## src/rtl/fracn_pkg.sv

```systemverilog
package fracn_pkg;

  typedef enum logic [1:0] {
    RSEL_A = 2'd0,
    RSEL_B = 2'd1,
    RSEL_C = 2'd2,
    RSEL_D = 2'd3
  } refsel_e;

  function automatic int unsigned pick_ratio(input logic [1:0] s,
                                             input int unsigned a,
                                             input int unsigned b,
                                             input int unsigned c,
                                             input int unsigned d);
    case (refsel_e'(s))
      RSEL_A:  return a;
      RSEL_B:  return b;
      RSEL_C:  return c;
      default: return d;
    endcase
  endfunction

  function automatic int unsigned max4(input int unsigned a,
                                       input int unsigned b,
                                       input int unsigned c,
                                       input int unsigned d);
    int unsigned m;
    m = a;
    if (b > m) m = b;
    if (c > m) m = c;
    if (d > m) m = d;
    return m;
  endfunction

endpackage

```

## src/rtl/fracn_rst_sync.sv

```systemverilog
module fracn_rst_sync (
  input  logic clk,
  input  logic rst_n,
  output logic rst_n_sync
);
  logic [1:0] stage_q;

  // asserts at once, releases after two clock edges
  always_ff @(posedge clk or negedge rst_n) begin
    if (!rst_n) stage_q <= '0;
    else        stage_q <= {stage_q[0], 1'b1};
  end

  assign rst_n_sync = stage_q[1];
endmodule

```

## src/rtl/fracn_cfg_ctrl.sv

```systemverilog
module fracn_cfg_ctrl #(
  parameter int SF_W   = 15,
  parameter int SF_MIN = 2048
) (
  input  logic            clk,
  input  logic            rst_n,
  input  logic            word_done,
  input  logic [SF_W-1:0] sf_word,
  input  logic [1:0]      ref_sel,
  input  logic            cp_busy,
  input  logic            main_tc,
  output logic            armed,
  output logic            start,
  output logic            commit,
  output logic [SF_W-1:0] act_word,
  output logic [1:0]      act_sel,
  output logic [SF_W-3:0] load_n,
  output logic [1:0]      ref_ld_sel
);
  localparam logic [SF_W-1:0] FLOOR = SF_W'(SF_MIN);

  logic [SF_W-1:0] in_word;
  logic            armed_nx;
  logic            pend_q, pend_nx;
  logic [SF_W-1:0] sh_word_q, sh_word_nx;
  logic [1:0]      sh_sel_q, sh_sel_nx;
  logic [SF_W-1:0] act_word_nx;
  logic [1:0]      act_sel_nx;
  logic            capture;

  // floor clamp on the incoming word
  always_comb begin
    in_word = (sf_word < FLOOR) ? FLOOR : sf_word;
  end

  always_comb begin
    start      = word_done & ~armed;
    capture    = word_done & armed;
    commit     = main_tc & pend_q & ~cp_busy;
    load_n     = start ? in_word[SF_W-1:2] : sh_word_q[SF_W-1:2];
    ref_ld_sel = start ? ref_sel : act_sel;
  end

  // next state: first word goes live directly, later ones wait in the shadow
  always_comb begin
    armed_nx    = armed;
    pend_nx     = pend_q;
    sh_word_nx  = sh_word_q;
    sh_sel_nx   = sh_sel_q;
    act_word_nx = act_word;
    act_sel_nx  = act_sel;
    if (start) begin
      armed_nx    = 1'b1;
      act_word_nx = in_word;
      act_sel_nx  = ref_sel;
    end
    if (commit) begin
      act_word_nx = sh_word_q;
      act_sel_nx  = sh_sel_q;
      pend_nx     = 1'b0;
    end
    if (capture) begin
      sh_word_nx = in_word;
      sh_sel_nx  = ref_sel;
      pend_nx    = 1'b1;
    end
  end

  always_ff @(posedge clk or negedge rst_n) begin
    if (!rst_n) begin
      armed     <= 1'b0;
      pend_q    <= 1'b0;
      sh_word_q <= '0;
      sh_sel_q  <= '0;
      act_word  <= '0;
      act_sel   <= '0;
    end else begin
      armed     <= armed_nx;
      pend_q    <= pend_nx;
      sh_word_q <= sh_word_nx;
      sh_sel_q  <= sh_sel_nx;
      act_word  <= act_word_nx;
      act_sel   <= act_sel_nx;
    end
  end
endmodule

```

## src/rtl/fracn_ref_div.sv

```systemverilog
module fracn_ref_div
  import fracn_pkg::*;
#(
  parameter int unsigned REF_A = 280,
  parameter int unsigned REF_B = 288,
  parameter int unsigned REF_C = 256,
  parameter int unsigned REF_D = 384
) (
  input  logic       clk,
  input  logic       rst_n,
  input  logic       tick,
  input  logic       armed,
  input  logic       start,
  input  logic [1:0] sel,
  output logic       tc,
  output logic       pulse
);
  localparam int unsigned REF_MAX = max4(REF_A, REF_B, REF_C, REF_D);
  localparam int RC_W = (REF_MAX > 2) ? $clog2(REF_MAX) : 1;

  logic [RC_W-1:0] cnt_q, cnt_nx, reload;
  logic            pulse_nx;

  always_comb begin
    reload = RC_W'(pick_ratio(sel, REF_A, REF_B, REF_C, REF_D) - 1);
    tc     = armed & tick & (cnt_q == '0);
  end

  // down counter, reload at zero; held while not armed
  always_comb begin
    cnt_nx   = cnt_q;
    pulse_nx = tc;
    if (start) begin
      cnt_nx = reload;
    end else if (armed && tick) begin
      if (cnt_q == '0) cnt_nx = reload;
      else             cnt_nx = cnt_q - 1'b1;
    end
  end

  always_ff @(posedge clk or negedge rst_n) begin
    if (!rst_n) begin
      cnt_q <= '0;
      pulse <= 1'b0;
    end else begin
      cnt_q <= cnt_nx;
      pulse <= pulse_nx;
    end
  end
endmodule

```

## src/rtl/fracn_main_div.sv

```systemverilog
module fracn_main_div #(
  parameter int SF_W = 15
) (
  input  logic            clk,
  input  logic            rst_n,
  input  logic            tick,
  input  logic            armed,
  input  logic            start,
  input  logic            commit,
  input  logic [SF_W-1:0] act_word,
  input  logic [SF_W-3:0] load_n,
  output logic            tc,
  output logic            pulse
);
  localparam int N_W  = SF_W - 2;
  localparam int MC_W = N_W + 1;

  logic [MC_W-1:0] cnt_q, cnt_nx;
  logic [1:0]      acc_q, acc_nx;
  logic [2:0]      acc_sum;
  logic [MC_W-1:0] len_act, len_load;
  logic            pulse_nx;

  always_comb begin
    tc       = armed & tick & (cnt_q == '0);
    acc_sum  = {1'b0, acc_q} + {1'b0, act_word[1:0]};
    // carry out of the accumulator stretches the next cycle by one tick
    len_act  = MC_W'({1'b0, act_word[SF_W-1:2]}) + MC_W'(acc_sum[2]) - MC_W'(1);
    len_load = MC_W'({1'b0, load_n}) - MC_W'(1);
  end

  always_comb begin
    cnt_nx   = cnt_q;
    acc_nx   = acc_q;
    pulse_nx = tc;
    if (start) begin
      cnt_nx = len_load;
      acc_nx = '0;
    end else if (armed && tick) begin
      if (cnt_q == '0) begin
        if (commit) begin
          cnt_nx = len_load;
          acc_nx = '0;
        end else begin
          cnt_nx = len_act;
          acc_nx = acc_sum[1:0];
        end
      end else begin
        cnt_nx = cnt_q - 1'b1;
      end
    end
  end

  always_ff @(posedge clk or negedge rst_n) begin
    if (!rst_n) begin
      cnt_q <= '0;
      acc_q <= '0;
      pulse <= 1'b0;
    end else begin
      cnt_q <= cnt_nx;
      acc_q <= acc_nx;
      pulse <= pulse_nx;
    end
  end
endmodule

```

## src/rtl/fracn_divcore.sv

```systemverilog
module fracn_divcore #(
  parameter int          SF_W   = 15,
  parameter int          SF_MIN = 2048,
  parameter int unsigned REF_A  = 280,
  parameter int unsigned REF_B  = 288,
  parameter int unsigned REF_C  = 256,
  parameter int unsigned REF_D  = 384
) (
  input  logic            clk,
  input  logic            rst_n,
  input  logic            ref_en,
  input  logic            rf_en,
  input  logic [SF_W-1:0] sf_word,
  input  logic [1:0]      ref_sel,
  input  logic            word_done,
  input  logic            cp_busy,
  input  logic            test_en,
  output logic            ref_pulse,
  output logic            main_pulse,
  output logic            mon_ref,
  output logic            mon_main
);
  localparam int N_TAPS = 2;

  logic            rst_core_n;
  logic            armed, start, commit;
  logic            ref_tc, main_tc;
  logic [SF_W-1:0] act_word;
  logic [1:0]      act_sel;
  logic [SF_W-3:0] load_n;
  logic [1:0]      ref_ld_sel;
  logic [N_TAPS-1:0] tap_src, tap_q;

  fracn_rst_sync u_rst (
    .clk        (clk),
    .rst_n      (rst_n),
    .rst_n_sync (rst_core_n)
  );

  fracn_cfg_ctrl #(.SF_W(SF_W), .SF_MIN(SF_MIN)) u_cfg (
    .clk        (clk),
    .rst_n      (rst_core_n),
    .word_done  (word_done),
    .sf_word    (sf_word),
    .ref_sel    (ref_sel),
    .cp_busy    (cp_busy),
    .main_tc    (main_tc),
    .armed      (armed),
    .start      (start),
    .commit     (commit),
    .act_word   (act_word),
    .act_sel    (act_sel),
    .load_n     (load_n),
    .ref_ld_sel (ref_ld_sel)
  );

  fracn_ref_div #(.REF_A(REF_A), .REF_B(REF_B), .REF_C(REF_C), .REF_D(REF_D)) u_ref (
    .clk   (clk),
    .rst_n (rst_core_n),
    .tick  (ref_en),
    .armed (armed),
    .start (start),
    .sel   (ref_ld_sel),
    .tc    (ref_tc),
    .pulse (ref_pulse)
  );

  fracn_main_div #(.SF_W(SF_W)) u_main (
    .clk      (clk),
    .rst_n    (rst_core_n),
    .tick     (rf_en),
    .armed    (armed),
    .start    (start),
    .commit   (commit),
    .act_word (act_word),
    .load_n   (load_n),
    .tc       (main_tc),
    .pulse    (main_pulse)
  );

  // monitor taps: one gated flop per divider
  assign tap_src = {main_tc, ref_tc};

  for (genvar gi = 0; gi < N_TAPS; gi++) begin : g_tap
    logic q, q_nx;
    always_comb q_nx = test_en & tap_src[gi];
    always_ff @(posedge clk or negedge rst_core_n) begin
      if (!rst_core_n) q <= 1'b0;
      else             q <= q_nx;
    end
    assign tap_q[gi] = q;
  end

  assign mon_ref  = tap_q[0];
  assign mon_main = tap_q[1];
endmodule

```

## config.mk

```make
export PLATFORM = sky130hd
export DESIGN_NAME = fracn_divcore
export DESIGN_NICKNAME = d
export VERILOG_FILES = /design/src/rtl/fracn_pkg.sv /design/src/rtl/fracn_rst_sync.sv /design/src/rtl/fracn_cfg_ctrl.sv /design/src/rtl/fracn_ref_div.sv /design/src/rtl/fracn_main_div.sv /design/src/rtl/fracn_divcore.sv
export SDC_FILE = /design/constraint.sdc
export NUM_CORES = 1
export LEC_CHECK = 0
export CAP_MARGIN = 10
export CORE_UTILIZATION = 65
export CTS_BUF_LIST = sky130_fd_sc_hd__clkbuf_4 sky130_fd_sc_hd__clkbuf_8
export CTS_CLUSTER_SIZE = 30
export DETAILED_ROUTE_END_ITERATION = 7
export DONT_BUFFER_PORTS = 1
export PLACE_DENSITY = 0.91
export SLEW_MARGIN = 10
export SYNTH_ARGS = -nofsm -noshare
export SYNTH_HDL_FRONTEND = slang
export SYNTH_SLANG_ARGS = --single-unit
```

## constraint.sdc

```tcl
create_clock -name clk -period 2.3 [get_ports clk]
set_input_delay 0 -clock clk [delete_from_list [all_inputs] [get_ports clk]]
set_output_delay 0 -clock clk [all_outputs]
set_load 0.01 [all_outputs]
```

==> reports/results.tsv, run 1 <==
metric	value	unit
status	did not finish	
haltStage	global routing (5_1_grt)	
tool.error	[ERROR GRT-0232] Routing congestion too high. Check the congestion heatmap in the GUI.	
synth_edf_count	0	
cts_made_buffers	9	
clk_root_buffer_cell	clkbuf_8	
grt_max_degree	41	
gp_congestion	0.996	
syn_inst	502	
syn_avg_cell_area	8.48	sq um
ys.flop_type	dfrtp_1	
synth_top_area_share	0.394	
syn-num-nets	533	
worst_endpoint	u_cfg.act_word[12]$_DFFE_PN0P_/D	
gr-total-overflow	2	
yosysSeqAreaShare	0.394	
die_width	82.9	um
dp_hpwl	9.15	mm
synthTopCellsByArea	dfrtp_1 (39%), nand2_1 (6.3%), o21ai_0 (5.4%)	
initial_utilization	0.671	
placed_cell_area	0.00484	sq mm
ys_types	67	
ios	28	
pre_cts_ws	-0.449	ns
track_usage	0.768	
htreeDepth	3	
clock_path_buffers	2	
io_buffers	0	
async_flop_share	1.00	
row_count	29	
yosysTopAreaCell	dfrtp_1	
cts_sinks	67	
yosysWarnings	0	
die_y	82.9	um
ys_ff_latch	67	
synth_area	0.00426	sq mm
endpoint_type	register input	
==> through the flow <==
stage          TNS (ns)  instances
4_1_cts           -5.77        662
3_5_place_dp      -5.91        613
3_3_place_gp      -3.99        613
2_1_floorplan     -4.30        502
==> layer usage <==
metal,global-route usage,overflow
met1,0.805,0
met2,0.890,1
met3,0.660,0
met4,0.708,1
met5,0.220,0
==> cells in the mapped netlist, types with 2 or more instances <==
library cell,count
nand2_1,71
dfrtp_1,67
o21ai_0,46
nor2_1,42
a21oi_1,32
nor3_1,23
clkbuf_1,21
xor2_1,16
a22oi_1,13
inv_1,12
nor4_1,11
xnor2_1,10
a31oi_1,9
nand3_1,8
or3_1,8
mux2_2,7
a211oi_1,6
ha_1,6
o22ai_1,6
a221oi_1,5
or4_1,5
and2_1,4
o31ai_1,4
a221o_1,3
buf_1,3
nand2b_1,3
nand4_1,3
nor2b_1,3
o211ai_1,3
or2_2,3
a2111oi_2,2
a21o_1,2
a311oi_1,2
a32o_1,2
and3_1,2
buf_2,2
buf_4,2
buf_6,2
o221a_2,2
o311ai_0,2
or4_4,2
or4b_2,2
==> logic make-up after synthesis <==
logic type                 count (synthesis)  synth area share
buffers and inverters                     43            0.0447
and+or+nand+nor                          198             0.231
DFF                                       67             0.394
AOI/OAI and AO/OA                        152             0.234
xor gates and xnor gates                  26            0.0535
adders and majority gates                  7            0.0223
muxes                                      8            0.0209
other                                      1          0.000880
==> repair_timing <==
action                                  4_1_cts
pin swaps                                    14
gates cloned                                  1
gates resized for setup                      34
hold buffers                                 22
hold endpoints to repair                     46
endpoints found under the setup margin       29
buffers inserted                             10
==> run 2: changes to the inputs <==
--- a/config.mk
+++ b/config.mk
@@ -6,12 +6,10 @@
 export NUM_CORES = 1
 export LEC_CHECK = 0
 export CAP_MARGIN = 10
-export CORE_UTILIZATION = 65
-export CTS_BUF_LIST = sky130_fd_sc_hd__clkbuf_4 sky130_fd_sc_hd__clkbuf_8
-export CTS_CLUSTER_SIZE = 30
+export CORE_UTILIZATION = 40
 export DETAILED_ROUTE_END_ITERATION = 7
 export DONT_BUFFER_PORTS = 1
-export PLACE_DENSITY = 0.91
+export PLACE_DENSITY_LB_ADDON = 0.15
 export SLEW_MARGIN = 10
 export SYNTH_ARGS = -nofsm -noshare
 export SYNTH_HDL_FRONTEND = slang
==> reports/results.tsv, run 2 <==
metric	value	unit
status	finished with violations	
failed_checks	negative setup slack	
drive_above_1_share	0.282	
row_count	37	
min_from	sf_word[12]	
diodes	0	
rsz0062_at_grt	yes	
htreeDepth	3	
synth_edf_count	0	
track_usage	0.252	
grt_pass1_wl	21.6	mm
min_period_over_period	1.12	
crit_type	flip-flop to flip-flop	
ys.flop_type	dfrtp_1	
ys_ff_latch	67	
reg_top3	u_cfg.act_word: 15 flops, u_cfg.sh_word_q: 15 flops, u_main.cnt_q: 14 flops	
r2r-start	u_cfg.act_word[0]	
crit_arrival	2.85	ns
via_count	4254	
yosysSeqAreaShare	0.394	
antenna_left	0	
cp.required	2.58	ns
path_clk_slew	0.07	ns
firstDrtPassIters	5	
final_common_cell	buf_4	
yosysWarnings	0	
yosysTopAreaCell	dfrtp_1	
hold_class	input pin to flip-flop	
worst_pin_slew	0.551	ns
syn-num-nets	533	
skew	0.0101	ns
async_flop_share	1.00	
min_delay_worst_endpoint	u_cfg.sh_word_q[8]	
clk_latency	0.36	ns
final_cells	729	
whs_path_depth	3	
irDropWorstVdd	0.381	mV
die_area	0.0111	sq mm
cts_tree	built	
initial_utilization	0.413	
cts_sinks	67	
finalHoldViolations	0	
gr-total-overflow	0	
path_max_fanout	4	
post_drt_wl_per_cell	18.5	um
max-slew-margin-rel	0.632	
p_total	3.78	mW
drt_iter0_drc	265	
dp.cells	680	
synthTopCellsByArea	dfrtp_1 (39%), nand2_1 (6.3%), o21ai_0 (5.4%)	
clk_root_buffer_cell	clkbuf_8	
ys_types	67	
dp_hpwl	9.63	mm
die_width	105	um
r2r_slack	-0.27	ns
antenna_found_initial	0	
ios	28	
finalCriticalPeriod	2.57	ns
core_area	0.0103	sq mm
setup_violations	29	
r2r_end	u_main.cnt_q[9]	
syn_inst	502	
die_y	105	um
gp_congestion	0.924	
grt_max_degree	49	
wirelength	13.5	mm
synth_area	0.00426	sq mm
syn_avg_cell_area	8.48	sq um
io_buffers	0	
final_nets	619	
syn_to_final_growth	35.0	%
synth_common_cells	nand2_1 (71), dfrtp_1 (67), o21ai_0 (46)	
worstSetupStartpoint	u_cfg.act_word[0]	
worstSetupStartpointType	flip-flop	
setup_ws	-0.271	ns
remaining_drc_errors	0	
route.detailed.vias_per_inst	5.84	
grt_pass1_vias	4073	
fillers	926	
clock_path_buffers	2	
rr_worst_depth	9	
synth_top_area_share	0.394	
cts_made_buffers	9	
holdWs	0.0173	ns
slew_violations	0	
power_density	657	mW/mm^2
synthMostInstantiatedCell	nand2_1	
cp-end-kind	flip-flop	
cellLeakagePower	2.37	nW
layout_common_cells	buf_4 (70), nand2_1 (67), dfrtp_1 (66)	
cap_violations	0	
fmaxAchievable	389	MHz
==> run 2: how the worst max path moves through the flow <==
stage / to / slack, ns / cells past startpoint
2_1_floorplan: u_main.cnt_q[10] / -0.25 / 9
4_1_cts: u_cfg.act_word[2] / -0.26 / 10
6_report: u_main.cnt_q[9] / -0.27 / 9
5_1_grt: u_main.cnt_q[9] / -0.38 / 9
3_5_place_dp: u_main.cnt_q[10] / -0.37 / 11
3_3_place_gp: u_main.cnt_q[10] / -0.28 / 11
==> run 2: layout make-up <==
type                    instances  area [sq um]  area share
clock buffers                  12           145      0.0253
clock inverters                 4          51.3     0.00892
repair buffers                106           960       0.167
inverters                      12          45.0     0.00784
flip-flops and latches         67          1680       0.292
multi-input cells             392          2700       0.470
well taps                     136           170      0.0296
==> run 2: metal layers <==
| metal | track usage | routed length (um) | share of wire |
|---|---|---|---|
| met4 | 0.0966 | 367 | 0.027 |
| met2 | 0.373 | 5970 | 0.44 |
| met5 | 0 | 0 | 0 |
| met3 | 0.0362 | 753 | 0.056 |
| met1 | 0.370 | 6370 | 0.47 |
==> run 2: kinds of logic (layout without fill, tap and decap cells) <==
kind of cell,after synthesis,after routing,share of synthesized area
simple gates,198,198,0.231
other cells,1,1,0.000880
flops,67,67,0.394
mux,8,8,0.0209
compound gates,152,152,0.234
buf+inv,43,134,0.0447
xor+xnor,26,26,0.0535
fa+ha+maj,7,7,0.0223
==> run 2: through the flow <==
| step | setup TNS, ns | utilization | instance area (sq um) | setup WS (ns) |
|---|---|---|---|---|
| final | -5.35 | 0.557 | 5750 | -0.271 |
| after global routing | -8.48 | 0.557 | 5750 | -0.383 |
| after CTS | -5.46 | 0.533 | 5510 | -0.263 |
| after detailed placement | -6.38 | 0.484 | 4990 | -0.374 |
| after global placement | -5.29 | 0.484 | 4990 | -0.285 |
| after floorplan | -4.30 | - | 4430 | -0.247 |
==> run 2: where the power goes <==
part / internal (mW) / leakage (nW) / switching [mW] / total, mW
Combinational: 0.598 / 1.46 / 0.595 / 1.19
Sequential: 1.38 / 0.813 / 0.186 / 1.57
Clock: 0.531 / 0.0966 / 0.485 / 1.02
==> run 2: repair_timing <==
| item | CTS | global route |
|---|---|---|
| setup buffers | 3 | 10 |
| hold buffers | 22 | 0 |
| endpoints found under the setup margin | 30 | 32 |
| pin swaps | 10 | 14 |
| gates resized for setup | 19 | 48 |
| endpoints found under the hold margin | 50 | 0 |
==> run 2: worst max-delay path: stages, from the launching register on <==
cell and delay, ns:
dfrtp_1 0.38, ha_2 0.19, fa_2 0.33, inv_2 0.09, ha_4 0.15, or4b_4 0.52
nor4_4 0.16, xnor2_1 0.12, or3_1 0.34, a211oi_2 0.22
(Power assumes the default switching activity.)
==> run 3: changes to the inputs <==
--- a/config.mk
+++ b/config.mk
@@ -6,7 +6,7 @@
 export NUM_CORES = 1
 export LEC_CHECK = 0
 export CAP_MARGIN = 10
-export CORE_UTILIZATION = 40
+export CORE_UTILIZATION = 30
 export DETAILED_ROUTE_END_ITERATION = 7
 export DONT_BUFFER_PORTS = 1
 export PLACE_DENSITY_LB_ADDON = 0.15
==> reports/results.tsv, run 3 (synthesis results as in run 2) <==
metric	value	unit
skew	0.00839	ns
crit_arrival	2.82	ns
dp_hpwl	10.2	mm
antenna_left	0	
power_density	684	mW/mm^2
remaining_drc_errors	0	
cp-end-kind	flip-flop	
die_width	121	um
final_nets	627	
cp.required	2.50	ns
core_area	0.0139	sq mm
grt_pass1_vias	4148	
worst_pin_slew	0.583	ns
crit_type	flip-flop to flip-flop	
cts_tree	built	
die_y	121	um
finalHoldViolations	0	
p_int	2.73	mW
diodes	0	
initial_utilization	0.307	
finalCriticalPeriod	2.62	ns
final_common_cell	buf_4	
syn_to_final_growth	40.1	%
row_count	43	
final_core_util	0.430	
switching_share	0.330	
ios	28	
setup_violations	29	
status	finished with violations	
via_count	4237	
setup_ws	-0.320	ns
grt_pass1_wl	22.8	mm
htreeDepth	3	
min_period_over_period	1.14	
max_stage_delay	0.54	ns
irDropWorstVdd	0.350	mV
p_comb_frac	0.287	
dp.cells	726	
antenna_found_initial	0	
rsz0062_at_grt	yes	
clk_root_buffer_cell	clkbuf_16	
path_max_fanout	4	
failed_checks	negative setup slack	
max-slew-margin-rel	0.608	
post_drt_wl_per_cell	18.1	um
gr-total-overflow	0	
seq_power_share	0.387	
track_usage	0.204	
path_clk_slew	0.06	ns
switching_power	1.35	mW
layout_common_cells	buf_4 (72), dfrtp_1 (66), nand2_1 (58)	
fillers	1381	
worstSetupStartpointType	flip-flop	
drive_above_1_share	0.309	
die_area	0.0147	sq mm
drt_iter0_drc	256	
cts_made_buffers	9	
wirelength	14.1	mm
clock_path_buffers	2	
grt_max_degree	37	
hold_class	input pin to flip-flop	
clk_latency	0.34	ns
firstDrtPassIters	5	
critPathSlowestCell	or4b_4	
slew_violations	0	
gp_congestion	0.855	
cap_violations	0	
clockPowerShare	0.327	
io_buffers	0	
fmaxAchievable	382	MHz
route.detailed.vias_per_inst	5.43	
crit_chain	ha_2 > fa_2 > inv_2 > ha_4 > or4b_4 > nor2_4 > and3_1 > xor2_1 > a221oi_1 > a31oi_1	
cellLeakagePower	2.45	nW
reg_top3	u_cfg.act_word: 15 flops, u_cfg.sh_word_q: 15 flops, u_main.cnt_q: 14 flops	
cts_sinks	67	
final_cells	781	
run 3: cell types whose count changed in the layout (fill, tap and decap cells not counted), moves of 3 or more:
| cell | previous run | this run |
|---|---|---|
| xor2_1 | 13 | 16 |
| clkbuf_8 | 10 | 1 |
| nand2_1 | 67 | 58 |
| nand2_2 | 3 | 13 |
| xor2_2 | 3 | 0 |
| buf_6 | 7 | 14 |
| clkbuf_16 | 0 | 9 |
| buf_12 | 6 | 3 |
run 3: repair_timing:
action                                 in CTS  in global routing
endpoints found under the hold margin      44                  0
setup endpoints to repair                  29                 31
hold buffers                               22                  0
resized for setup                          56                 30
pin swaps                                  26                 12
buffers inserted                           13                  6
run 3: per-stage QoR:
| stage | setup slack, ns | total power, mW | hold slack [ns] | TNS, ns | area (sq um) |
|---|---|---|---|---|---|
| finish | -0.320 | 4.08 | 0.0207 | -5.28 | 5970 |
| global route | -0.407 | 4.30 | 0.0390 | -8.45 | 5970 |
| CTS | -0.288 | 4.06 | 0.0161 | -4.92 | 5830 |
| detailed placement | -0.454 | 2.63 | -0.296 | -6.09 | 5040 |
| global placement | -0.420 | 2.62 | -0.296 | -5.66 | 5040 |
| floorplan | -0.247 | 2.21 | -0.296 | -4.30 | 4430 |
run 3: area by class of cell:
class / count / area (sq um) / share of cell area
Inverter: 12 / 45.0 / 0.00755
Clock buffer: 10 / 239 / 0.0401
Clock inverter: 6 / 41.3 / 0.00692
Timing Repair Buffer: 114 / 1020 / 0.172
Sequential cell: 67 / 1680 / 0.281
Tap cell: 180 / 225 / 0.0378
Multi-Input combinational cell: 392 / 2710 / 0.455
run 3: path summary, 6_finish.rpt:
kind / endpoint / from / slack [ns] / cells past startpoint
max in group asynchronous: u_main.acc_q[1] / u_rst.stage_q[1] / 1.24 / 2
hold / removal: u_main.cnt_q[7] / sf_word[9] / 0.02 / 4
hold reg to reg: u_cfg.sh_word_q[12] / u_rst.stage_q[1] / 0.27 / 0
min in group asynchronous: u_cfg.sh_word_q[12] / u_rst.stage_q[1] / 0.27 / 0
setup reg to reg: u_main.cnt_q[11] / u_cfg.act_word[0] / -0.32 / 10
setup / recovery: u_main.cnt_q[11] / u_cfg.act_word[0] / -0.32 / 10
run 3: routing by layer:
metal  track usage  vias to the layer above  wire [um]
li1              -                     2040          -
met1         0.288                     2074       6870
met2         0.308                      107       6300
met3        0.0442                       16        716
met4        0.0656                        0        229
met5             0                        -          0
run 3: worst max-delay path: cells and delay by family, from the launching register on:
kind | cells | cell delay, ns
adder cells (fa/ha/maj) | 3 | 0.68
buffers and inverters | 1 | 0.10
AO/OA/AOI/OAI | 2 | 0.40
XOR/XNOR | 1 | 0.09
flip-flops | 1 | 0.38
AND/OR/NAND/NOR | 3 | 0.84
run 3: power groups by stage:
stage	logic (mW)	registers (mW)	clock network, mW
6_report	1.17	1.58	1.33
5_1_grt	1.29	1.61	1.40
4_1_cts	1.14	1.57	1.35
3_5_place_dp	1.04	1.59	0
3_3_place_gp	1.04	1.58	0
2_1_floorplan	0.610	1.60	0
==> run 4: changes to the inputs <==
--- a/config.mk
+++ b/config.mk
@@ -6,6 +6,7 @@
 export NUM_CORES = 1
 export LEC_CHECK = 0
 export CAP_MARGIN = 10
+export CORE_ASPECT_RATIO = 0.8
 export CORE_UTILIZATION = 30
 export DETAILED_ROUTE_END_ITERATION = 7
 export DONT_BUFFER_PORTS = 1
==> reports/results.tsv, run 4 (synthesis results as in run 2) <==
metric	value	unit
wirelength	14.4	mm
cts_made_buffers	9	
syn_to_final_growth	39.0	%
dp_hpwl	9.98	mm
row_count	38	
grt_pass1_vias	4027	
grt_util_met2	0.285	
switching_share	0.311	
met1_usage	0.311	
failed_checks	negative setup slack	
finalCriticalPeriod	2.58	ns
layout_common_cells	buf_4 (72), dfrtp_1 (66), nand2_1 (64)	
setup_violations	29	
cp-end-kind	flip-flop	
core_area	0.0137	sq mm
ios	28	
cap_violations	0	
power_density	710	mW/mm^2
p_total	4.21	mW
crit_type	flip-flop to flip-flop	
cellLeakagePower	2.43	nW
reg_top3	u_cfg.act_word: 15 flops, u_cfg.sh_word_q: 15 flops, u_main.cnt_q: 14 flops	
drive_above_1_share	0.293	
finalHoldViolations	0	
multi_input_area	0.00271	sq mm
drt_iter0_drc	329	
clk_latency	0.34	ns
crit_chain	ha_2 > fa_2 > inv_2 > ha_4 > or4b_4 > nor4_4 > xnor2_1 > or3_1 > a211oi_2	
cts_tree	built	
crit_arrival	2.84	ns
worstSetupStartpointType	flip-flop	
final_common_cell	buf_4	
die_width	135	um
initial_utilization	0.311	
worst_pin_slew	0.692	ns
track_usage	0.206	
max-slew-margin-rel	0.535	
p_int	2.90	mW
gr-total-overflow	0	
remaining_drc_errors	0	
fillers	1364	
rsz0062_at_grt	yes	
post_drt_wl_per_cell	18.5	um
cp.required	2.56	ns
grt_pass1_wl	22.6	mm
gp_congestion	0.895	
slew_violations	0	
io_buffers	0	
die_y	109	um
path_max_fanout	4	
min_period_over_period	1.12	
hold_class	input pin to flip-flop	
seq_power_share	0.374	
crit_family	simple AND/OR/NAND/NOR gates	
grt_max_degree	66	
via_count	4191	
regArea	0.00168	sq mm
worst-path-buf-inv	1	
switching_power	1.31	mW
irDropWorstVdd	0.342	mV
grt.busiest_layer	met1	
use_met3	0.0520	
final_nets	623	
skew	0.00611	ns
htreeDepth	3	
antenna_left	0	
fmaxAchievable	388	MHz
max_stage_delay	0.52	ns
diodes	0	
setup_tns	-4.34	ns
p_comb_frac	0.290	
clk_root_buffer_cell	clkbuf_16	
status	finished with violations	
cts_sinks	67	
clockPowerShare	0.336	
setup_ws	-0.279	ns
firstDrtPassIters	5	
antenna_found_initial	0	
route.detailed.vias_per_inst	5.39	
clock_path_buffers	2	
path_clk_slew	0.05	ns
die_area	0.0147	sq mm
critPathSlowestCell	or4b_4	
-- run 4: cell type report --
| cell class | count | share of cell area |
|---|---|---|
| Inverter | 12 | 0.00761 |
| Multi-Input combinational cell | 392 | 0.457 |
| Clock buffer | 14 | 0.0446 |
| Sequential cell | 67 | 0.283 |
| Tap cell | 180 | 0.0380 |
| Timing Repair Buffer | 110 | 0.163 |
| Clock inverter | 2 | 0.00592 |
-- run 4: routing by layer --
layer,routed length [um],part of all wire
met1,7490,0.52
met2,5770,0.40
met3,982,0.068
met4,153,0.011
met5,0,0
-- run 4: final timing paths --
kind                       cells after the start             endpoint         startpoint  slack, ns
min reg2reg                                    1          u_ref.pulse   u_rst.stage_q[1]       0.29
max                                            9      u_main.cnt_q[9]  u_cfg.act_word[0]      -0.28
max in group asynchronous                      1  u_cfg.sh_word_q[12]   u_rst.stage_q[1]       1.69
min in group asynchronous                      1          u_ref.pulse   u_rst.stage_q[1]       0.29
max reg2reg                                    9      u_main.cnt_q[9]  u_cfg.act_word[0]      -0.28
min                                            4      u_main.cnt_q[7]         sf_word[9]       0.02
-- run 4: stage by stage --
stage / hold WS (ns) / worst slack, ns / cells / cell area (sq um) / util
2_1_floorplan: -0.296 / -0.247 / 502 / 4430 / -
3_3_place_gp: -0.296 / -0.352 / 722 / 5010 / 0.366
3_5_place_dp: -0.296 / -0.423 / 722 / 5010 / 0.366
4_1_cts: 0.0119 / -0.257 / 767 / 5730 / 0.419
5_1_grt: 0.0673 / -0.369 / 777 / 5920 / 0.432
6_report: 0.0242 / -0.279 / 777 / 5920 / 0.432
-- run 4: what timing repair did --
item	CTS	global route
buffers inserted	6	10
hold buffers	22	0
pin swaps	23	19
setup endpoints to repair	30	32
gates resized for setup	44	30
endpoints found under the hold margin	47	0
gates cloned	1	0
-- run 4: power by group through the flow --
stage               clock [mW]  sequential, mW  combinational [mW]
floorplan                    0            1.60               0.610
global placement             0            1.58                1.04
detailed placement           0            1.58                1.05
CTS                       1.45            1.56                1.15
global route              1.49            1.60                1.35
finish                    1.41            1.57                1.22
-- run 4: worst register-to-register path, delay by kind of cell (launching register included) --
family	cells	cell delay, ns
adder cells (fa/ha/maj)	3	0.66
flip-flops	1	0.39
buffers and inverters	1	0.07
AND/OR/NAND/NOR	3	1.03
AO/OA/AOI/OAI	1	0.21
XOR/XNOR	1	0.13
